$ cat config.mk
export PLATFORM = sky130hd
export DESIGN_NAME = pp_irq_ctrl
export DESIGN_NICKNAME = d
export VERILOG_FILES = /design/src/rtl/pp_irq_ctrl.sv
export SDC_FILE = /design/constraint.sdc
export NUM_CORES = 1
export LEC_CHECK = 0
export BUFFER_PORTS_ARGS = -buffer_cell sky130_fd_sc_hd__buf_4
export CAP_MARGIN = 40
export CORE_ASPECT_RATIO = 1.5
export CORE_MARGIN = 2
export CORE_UTILIZATION = 30
export DETAILED_ROUTE_END_ITERATION = 8
export GPL_TIMING_DRIVEN = 0
export PLACE_DENSITY = 0.54
export SLEW_MARGIN = 20
export SYNTH_ARGS = -nofsm -noshare
export SYNTH_HDL_FRONTEND = slang
export SYNTH_SLANG_ARGS = --single-unit
$ cat constraint.sdc
create_clock -name clk -period 1.15 [get_ports clk]
set_clock_uncertainty 0.1 [all_clocks]
set_input_delay 0.0575 -clock clk [delete_from_list [all_inputs] [get_ports clk]]
set_output_delay 0.0575 -clock clk [all_outputs]
set_load 0.005 [all_outputs]
$ cat src/rtl/pp_irq_ctrl.sv
module pp_irq_ctrl #(
  parameter int SYNC_STAGES = 2
) (
  input  logic        clk,
  input  logic        rst_n,
  input  logic        wr_en,
  input  logic [15:0] wr_data,
  output logic [15:0] rd_data,
  input  logic [5:0]  sig_in,
  output logic        irq
);
  localparam int NSRC = 6;

  logic [NSRC-1:0] sync_q [SYNC_STAGES];
  logic [NSRC-1:0] prev_q;
  logic [NSRC-1:0] status_q;
  logic [9:0]      ctrl_q;
  logic [NSRC-1:0] cur, en, rise_sel, hit;

  assign cur      = sync_q[SYNC_STAGES-1];
  assign en       = {ctrl_q[9], ctrl_q[8], ctrl_q[6], ctrl_q[4], ctrl_q[2], ctrl_q[0]};
  assign rise_sel = {2'b11, ctrl_q[7], ctrl_q[5], ctrl_q[3], ctrl_q[1]};
  assign hit      = en & ((rise_sel & cur & ~prev_q) | (~rise_sel & ~cur & prev_q));

  always_ff @(posedge clk or negedge rst_n) begin
    if (!rst_n) begin
      for (int i = 0; i < SYNC_STAGES; i++) sync_q[i] <= '0;
      prev_q <= '0;
    end else begin
      sync_q[0] <= sig_in;
      for (int i = 1; i < SYNC_STAGES; i++) sync_q[i] <= sync_q[i-1];
      prev_q <= cur;
    end
  end

  always_ff @(posedge clk or negedge rst_n) begin
    if (!rst_n) begin
      status_q <= '0;
      ctrl_q   <= '0;
    end else begin
      status_q <= (status_q & ~(wr_en ? wr_data[15:10] : 6'b0)) | hit;
      if (wr_en) ctrl_q <= wr_data[9:0];
    end
  end

  assign rd_data = {status_q, ctrl_q};
  assign irq     = |status_q;
endmodule


==> impl_metrics.json <==
{
  "status": "complete, but fails checks",
  "violations": "negative setup slack",
  "fp-row-count": 27,
  "syn_area_mm2": 0.00115,
  "routed_wl_um": 2400,
  "cellPowerDensity_mw_per_mm2": 1450,
  "syn_inst": 70,
  "dieHeight_um": 79.7,
  "combPwrFrac_pct": 16.5,
  "use_met1_pct": 14.8,
  "internal_power_mw": 2.09,
  "drt_iter0_markers": 9,
  "cts_root_buf": "clkbuf_8",
  "grt_pass1_vias": 846,
  "rsz0062_at_grt": "yes",
  "synth-async-reset-ratio_pct": 100,
  "wire_per_inst_um": 12.7,
  "hold_viol_final": 0,
  "seqPwrFrac_pct": 51.2,
  "final_nets": 170,
  "synth_edf_count": 0,
  "setup_ws_ns": -0.191,
  "start_util_pct": 31.1,
  "cp_max_fo": 2,
  "cts_sinks": 34,
  "hpwl_um": 1590,
  "holdPathEnd": "status_q[1]$_DFF_PN0_",
  "critPathLaunchType": "register",
  "yosysUniqueCellTypes": 11,
  "crit_chain": "nor4_2 > nand2_1 > buf_6",
  "path_clk_slew_ns": 0.06,
  "synth_area_leaders": "dfrtp_1 (74%), mux2_2 (9.8%), a311o_1 (3.5%)",
  "dr.pass1.iters": 3,
  "crit_path_end_kind": "output pin",
  "busiest_layer": "met2",
  "met3_usage_pct": 4.68,
  "yosysSeqAreaShare_pct": 74.2,
  "area_delta_synth_final_pct": 62.7,
  "ant_nets": 0,
  "rr_worst_depth": 2,
  "clock_latency_ns": 0.28,
  "worst_path_max_delay_cell": "dfrtp_1",
  "ys_ff_latch": 34,
  "synthFlopType": "dfrtp_1",
  "rr_endpoint": "status_q[3]$_DFF_PN0_",
  "grt-ovfl-total": 0,
  "power_frac_clock_pct": 32.3,
  "cp_top_family": "flip-flops",
  "viasPerCell": 4.50,
  "clockBufferDepth": 2,
  "post-route-min-period_ns": 1.34,
  "switching_power_mw": 0.606,
  "pre_cts_slack_ns": 0.0155,
  "ioPinCount": 42,
  "timing.rr.start": "ctrl_q[7]$_DFFE_PN0P_",
  "grt_max_degree": 35,
  "worst-setup-path-type": "reg -> out",
  "min_path_type": "in -> reg",
  "die_w_um": 54.5,
  "final_cell_area_mm2": 0.00186,
  "crit_required_ns": 0.99,
  "maxSlewViolCount": 0,
  "worst_pin_slew_ns": 0.413,
  "holdPathStages": 3,
  "grt_usage_pct": 12.7,
  "h-tree-depth": 2,
  "placed_area_mm2": 0.00151,
  "fin_crit_sh_pct": 117,
  "crit_path_max_incr_delay_ns": 0.39,
  "vias": 851,
  "port-buffer-count": 41,
  "die_area_mm2": 0.00434,
  "avgSynthCellArea_um2": 16.4,
  "drc": 0,
  "peakVddDrop_v": 0.00108,
  "grt_pass1_wl_um": 3800,
  "setup_violations": 1,
  "core-area_mm2": 0.00368,
  "numCtsBuffers": 5,
  "multi_input_comb_area_um2": 290,
  "maxCapViolCount": 0,
  "synth_nets": 95,
  "drive_gt1_share_pct": 45.2,
  "reg2reg_slack_ns": 0.01,
  "antenna_found_initial": 0,
  "maxSlewHeadroom_pct": 72.5,
  "yosys_warnings": 0,
  "gp_routability_congestion": 0.641,
  "yosys-top-cells-count": "dfrtp_1 (34), mux2_2 (10), nand2_1 (5), nor2_1 (5)",
  "timing.fmax_mhz": 746,
  "arrival_ns": 1.18,
  "min_from": "wr_data[11]",
  "fillers": 332,
  "cts_tree": "built",
  "p_sw_share_pct": 22.5,
  "synth_top_area_share_pct": 74.2,
  "grt_use_met2_pct": 19.5,
  "diodes": 0,
  "critPathBufInv": 1,
  "total_leakage_power_nw": 0.879,
  "seq_area_um2": 851,
  "synth_largest_area_cell": "dfrtp_1",
  "yosysMostFrequentCell": "dfrtp_1"
}
## power groups by stage
stage / clock [mW] / sequential (mW) / combinational [mW]
2_1_floorplan: 0 / 1.39 / 0.115
3_3_place_gp: 0 / 1.40 / 0.340
3_5_place_dp: 0 / 1.41 / 0.349
4_1_cts: 0.904 / 1.38 / 0.424
5_1_grt: 0.981 / 1.40 / 0.488
6_report: 0.871 / 1.38 / 0.446
## cells in the final DEF (no fill, tap or decap), drive strengths merged
master | netlist | layout
a21boi | 4 | 4
a311o | 4 | 4
and4b | 4 | 4
buf | 1 | 48
clkbuf | 0 | 7
clkinv | 0 | 1
dfrtp | 34 | 34
dlygate4sd3 | 0 | 21
mux2 | 10 | 10
nand2 | 5 | 5
nor2 | 5 | 5
nor4 | 1 | 1
o2bb2ai | 2 | 2
## timing repair
item | in CTS | in global routing
resized for setup | 1 | 1
setup endpoints to repair | 1 | 5
buffers inserted | 2 | 4
pin swaps | 1 | 3
endpoints found under the hold margin | 52 | 1
hold buffers | 19 | 2
## cells by family after synthesis
family / count (synthesis) / share of synthesized area [%]
multiplexers: 10 / 9.83
buffers and inverters: 1 / 0.982
flip-flops: 34 / 74.2
AO/OA/AOI/OAI: 10 / 7.64
AND/OR/NAND/NOR: 15 / 7.32
## per-stage QoR
step	hold slack [ns]	setup TNS (ns)	util, %	total power, mW	instances
CTS	0.0125	-0.192	49.2	2.71	183
global placement	-0.0833	0	40.9	1.74	154
detailed placement	-0.0764	0	40.9	1.76	154
global route	0.0604	-0.291	50.6	2.86	189
floorplan	-0.338	0	-	1.51	70
finish	0.0478	-0.191	50.6	2.70	189
## routing by layer
metal / vias up / wire length, µm / part of all wire, %
li1: 400 / - / -
met1: 413 / 931 / 39
met2: 33 / 1260 / 52
met3: 5 / 159 / 6.6
met4: 0 / 55 / 2.3
met5: - / 0 / 0
## layout make-up
cell class,instances,area share [%]
flip-flops and latches,34,45.6
repair buffers,68,30.4
multi-input cells,35,15.6
clock buffers,7,4.63
well taps,43,2.89
plain buffers,1,0.604
clock inverters,1,0.268
## worst max path at each step
stage,from,endpoint,depth (start not counted)
after CTS,status_q[5]$_DFF_PN0_,irq,3
after global routing,status_q[4]$_DFF_PN0_,irq,3
after floorplan,ctrl_q[1]$_DFFE_PN0P_,status_q[0]$_DFF_PN0_,2
final,status_q[4]$_DFF_PN0_,irq,3
after detailed placement,ctrl_q[3]$_DFFE_PN0P_,status_q[1]$_DFF_PN0_,2
after global placement,status_q[5]$_DFF_PN0_,irq,3
## flip-flops by register name, indices dropped and copies added (netlist names)
| register | cells |
|---|---|
| prev_q | 6 |
| ctrl_q | 10 |
| cur | 6 |
| status_q | 6 |
| sync_q | 6 |
## worst register-to-register path, stage by stage, from the launching register on
cell	delay [ns]
dfrtp_1	0.41
and4b_1	0.20
a311o_1	0.31
Power figures use the tool's default switching activity.
